### config.mk
export PLATFORM = sky130hd
export DESIGN_NAME = dual_dac_regs
export DESIGN_NICKNAME = d
export VERILOG_FILES = /design/src/rtl/dual_dac_regs.sv
export SDC_FILE = /design/constraint.sdc
export NUM_CORES = 1
export LEC_CHECK = 0
export BUFFER_PORTS_ARGS = -buffer_cell sky130_fd_sc_hd__buf_2
export CAP_MARGIN = 20
export CELL_PAD_IN_SITES_DETAIL_PLACEMENT = 0
export CELL_PAD_IN_SITES_GLOBAL_PLACEMENT = 1
export CORE_ASPECT_RATIO = 1.1
export CORE_UTILIZATION = 44
export CTS_CLUSTER_DIAMETER = 40
export DETAILED_ROUTE_END_ITERATION = 10
export PLACE_DENSITY_LB_ADDON = 0.12
export SLEW_MARGIN = 30
export SYNTH_ARGS = -nofsm -noshare
export SYNTH_HDL_FRONTEND = slang
export SYNTH_SLANG_ARGS = --single-unit
### constraint.sdc
create_clock -name clk -period 2.4 [get_ports clk]
set_input_delay 0.48 -clock clk [delete_from_list [all_inputs] [get_ports clk]]
set_output_delay 0.48 -clock clk [all_outputs]
set_load 0.02 [all_outputs]
### src/rtl/dual_dac_regs.sv
module dual_dac_regs #(
  parameter int          DW        = 8,
  parameter int          CW        = 12,
  parameter logic [7:0]  A_LO0     = 8'hF9,
  parameter logic [7:0]  A_HI0     = 8'hFA,
  parameter logic [7:0]  A_LO1     = 8'hFB,
  parameter logic [7:0]  A_HI1     = 8'hFC,
  parameter logic [7:0]  A_CTRL    = 8'hFD,
  parameter logic [7:0]  CTRL_INIT = 8'h04
) (
  input  logic          clk,
  input  logic          rst_n,
  input  logic [7:0]    bus_addr,
  input  logic [DW-1:0] bus_wdata,
  input  logic          bus_we,
  input  logic          bus_re,
  output logic [DW-1:0] bus_rdata,
  output logic          bus_rsel,
  output logic [CW-1:0] ch0_code,
  output logic [CW-1:0] ch1_code,
  output logic          ch0_range,
  output logic          ch1_range,
  output logic          ch0_pwr,
  output logic          ch1_pwr
);
  localparam int HW = CW - DW;

  logic [7:0]    ctrl;
  logic [DW-1:0] lo0, lo1;
  logic [HW-1:0] hi0, hi1;
  logic [CW-1:0] c0, c1;

  wire byte_mode = ctrl[7];
  wire live1     = ctrl[4];
  wire live0     = ctrl[3];
  wire auto_cmt  = ctrl[2];

  wire wr_lo0  = bus_we && bus_addr == A_LO0;
  wire wr_hi0  = bus_we && bus_addr == A_HI0;
  wire wr_lo1  = bus_we && bus_addr == A_LO1;
  wire wr_hi1  = bus_we && bus_addr == A_HI1;
  wire wr_ctrl = bus_we && bus_addr == A_CTRL;
  wire go_both = wr_ctrl && bus_wdata[2] && !auto_cmt;

  always_ff @(posedge clk) begin
    if (!rst_n) begin
      ctrl <= CTRL_INIT;
      lo0  <= '0;
      lo1  <= '0;
      hi0  <= '0;
      hi1  <= '0;
      c0   <= '0;
      c1   <= '0;
    end else begin
      if (wr_lo0)  lo0  <= bus_wdata;
      if (wr_lo1)  lo1  <= bus_wdata;
      if (wr_hi0)  hi0  <= bus_wdata[HW-1:0];
      if (wr_hi1)  hi1  <= bus_wdata[HW-1:0];
      if (wr_ctrl) ctrl <= bus_wdata;
      if (go_both) begin
        c0 <= {hi0, lo0};
        c1 <= {hi1, lo1};
      end else begin
        if (wr_lo0 && auto_cmt) c0 <= {hi0, bus_wdata};
        if (wr_lo1 && auto_cmt) c1 <= {hi1, bus_wdata};
      end
    end
  end

  function automatic logic [CW-1:0] present(input logic [CW-1:0] c, input logic live, input logic bm);
    if (!live)   return '0;
    if (bm)      return {c[DW-1:0], {HW{1'b0}}};
    return c;
  endfunction

  assign ch0_code  = present(c0, live0, byte_mode);
  assign ch1_code  = present(c1, live1, byte_mode);
  assign ch0_range = ctrl[5];
  assign ch1_range = ctrl[6];
  assign ch0_pwr   = ctrl[0];
  assign ch1_pwr   = ctrl[1];

  always_comb begin
    bus_rdata = '0;
    bus_rsel  = 1'b0;
    if (bus_re) begin
      bus_rsel = 1'b1;
      case (bus_addr)
        A_LO0:   bus_rdata = lo0;
        A_HI0:   bus_rdata = {{(DW-HW){1'b0}}, hi0};
        A_LO1:   bus_rdata = lo1;
        A_HI1:   bus_rdata = {{(DW-HW){1'b0}}, hi1};
        A_CTRL:  bus_rdata = ctrl;
        default: bus_rsel  = 1'b0;
      endcase
    end
  end

  a_r3_low_commit: assert property (@(posedge clk) disable iff (!rst_n)
    (wr_lo0 && auto_cmt) |=> c0 == {$past(hi0), $past(bus_wdata)});

  a_r4_hold: assert property (@(posedge clk) disable iff (!rst_n)
    (!auto_cmt && !wr_ctrl) |=> ($stable(c0) && $stable(c1)));

  a_r5_both: assert property (@(posedge clk) disable iff (!rst_n)
    go_both |=> (c0 == {$past(hi0), $past(lo0)} && c1 == {$past(hi1), $past(lo1)}));

  a_r5_no_recommit: assert property (@(posedge clk) disable iff (!rst_n)
    (wr_ctrl && auto_cmt) |=> ($stable(c0) && $stable(c1)));

  a_r7_clear: assert property (@(posedge clk) disable iff (!rst_n)
    (wr_ctrl && !bus_wdata[3]) |=> ch0_code == '0);

  a_r8_pass: assert property (@(posedge clk) disable iff (!rst_n)
    wr_ctrl |=> (ch1_pwr == $past(bus_wdata[1]) && ch0_range == $past(bus_wdata[5])));

  a_r9_unmapped: assert property (@(posedge clk) disable iff (!rst_n)
    (bus_re && bus_addr < A_LO0) |-> (!bus_rsel && bus_rdata == '0));
endmodule

==> flow_metrics.tcl <==
set metrics [dict create \
    status "finished, final reports clean" \
    ys_seq_area_share_pct 38.3 \
    yosysTopAreaCell "dfxtp_1" \
    via_count 2610 \
    fin_crit_sh_pct 90.7 \
    final_area_mm2 0.00339 \
    holdBufCountCts 0 \
    synth_area_leaders "dfxtp_1, mux2i_1, nand2_1" \
    whs_ps 413 \
    initial_utilization_pct 46.4 \
    peakVddDrop_v 0.000303 \
    clk_latency_ps 320 \
    num-nets-final 406 \
    viasPerCell 5.59 \
    drv_slew 0 \
    ys_ff_latch 56 \
    drtAntennaViolNets 0 \
    cp-start-kind "input pin" \
    relSlewSlack_pct 58.5 \
    maxCapViolCount 0 \
    cts_setup_buffers 0 \
    htreeDepth 2 \
    avgSynthCellArea_um2 8.73 \
    placed_area_mm2 0.00330 \
    synth_nets 355 \
    n_antenna_cell 0 \
    ctsResizeCount 0 \
    synthesis.area_mm2 0.00292 \
    required_ps 1920 \
    clockBufferDepth 2 \
    busiest_layer "met2" \
    coreArea_mm2 0.00631 \
    grt_first_pass_wirelength_mm 12.9 \
    yosysMostFrequentCell "dfxtp_1" \
    yosys-top-cells-count "dfxtp_1, nand2_1, mux2i_1" \
    fin_tns_setup_ps 0 \
    cts_made_buffers 5 \
    placement.io_buffers 56 \
    antenna_found_initial 0 \
    rr_startpoint "ctrl[2]" \
    chipWidth_um 79.7 \
    finalWorstSetupSlack_ps 223 \
    cts.sinks 56 \
    wl_per_cell_um 16.9 \
    clockRootBuffer "clkbuf_8" \
    hold_violations 0 \
    cts_tree "done" \
    power.leakage_nw 1.31 \
    crit_type "in -> out" \
    tightest_slew_ps 620 \
    min_from "bus_wdata[5]" \
    fmax_mhz 459 \
    use_met3_pct 3.98 \
    rsz0062_at_grt "no" \
    crit_fanout 17 \
    async_flop_share_pct 0 \
    grt_max_degree 78 \
    fp.dieH_um 87.5 \
    rows 30 \
    area_growth_pct 16.0 \
    gp_congestion 0.882 \
    dr.pass1.iters 5 \
    use_met2_pct 38.2 \
    drcViolationCount 0 \
    syn_inst 335 \
    ys.flop_type "dfxtp_1" \
    hpwl_mm 5.91 \
    layout-drive-gt1-share_pct 26.4 \
    worstSetupEndpointType "output pin" \
    grt_usage_pct 24.3 \
    final.min_clock_period_ps 2180 \
    clk_pin_slew_ps 110 \
    arrival_ps 1700 \
    drt_iter0_drc 203 \
    grtUsageMet1_pct 34.5 \
    wirelength_mm 7.90 \
    power_density_mw_per_mm2 467 \
    synth_edf_count 0 \
    skew_ps 6.81 \
    finalSetupViolCount 0 \
    hp-class "in -> reg" \
    synth.top_cell.area_share_pct 38.3 \
    place_ws_ps 223 \
    ioPinCount 57 \
    overflow 0 \
    first_global_vias 2506 \
    synth_cell_types 37 \
    dieArea_mm2 0.00698 \
    yosysWarnings 0 \
    critPathLaunch "bus_addr[0]" \
]
==> flip-flops by register name, indices dropped and copies added (netlist names) <==
register,flops
hi1,4
hi0,4
lo0,8
lo1,8
ctrl,8
c0,12
c1,12
==> routing by layer <==
| layer | up-vias | wire (um) |
|---|---|---|
| li1 | 1299 | - |
| met3 | 2 | 356 |
| met1 | 1228 | 3760 |
| met5 | - | 0 |
| met2 | 81 | 3770 |
| met4 | 0 | 15 |
==> cell usage in the layout (no fill, tap or decap), drive strengths merged, types with 11 or more instances in the layout <==
cell | netlist | routed
buf | 11 | 69
dfxtp | 56 | 56
nand2 | 52 | 52
mux2i | 34 | 34
o21ai | 31 | 31
nand3 | 27 | 27
nor2b | 22 | 22
a32oi | 15 | 15
nor2 | 15 | 15
mux2 | 11 | 11
==> path summary, 6_finish.rpt <==
kind / endpoint / cells after the start / slack [ps]
worst min-delay path: c1[5] / 2 / 410
worst max register to register: c1[0] / 5 / 880
worst min register to register: c0[9] / 2 / 460
worst max-delay path: bus_rdata[7] / 6 / 220
==> cells by family after synthesis <==
group,Yosys count,share of synthesized area [%]
AO/OA/AOI/OAI,61,15.7
buffers and inverters,28,4.41
flip-flops,56,38.3
multiplexers,45,15.9
AND/OR/NAND/NOR,145,25.7
==> per-stage QoR <==
stage                     total power, W  cells  util [%]
after floorplan                  0.00101    335         -
after global placement           0.00106    459      52.3
after detailed placement         0.00106    459      52.3
after CTS                        0.00160    467      53.8
after global routing             0.00164    467      53.8
final                            0.00158    467      53.8
==> power by group <==
group	internal [W]	switching, W	total (W)
registers	0.000930	0.00000106	0.000931
logic	0.0000316	0.0000739	0.000105
clock network	0.000215	0.000332	0.000547
total	0.00118	0.000407	0.00158
==> layout make-up <==
type | instances | area (um2)
flip-flops and latches | 56 | 1120
clock buffers | 5 | 68.8
well taps | 80 | 100
fillers | 625 | 2910
inverters | 3 | 11.3
multi-input cells | 251 | 1670
clock inverters | 3 | 27.5
repair buffers | 69 | 390
==> critical path, stage by stage <==
cell and delay, ps:
buf_2 300, nor2b_1 200, and3_1 300, a32oi_1 90, nor2_1 140, buf_2 180
Power figures use the tool's default switching activity.
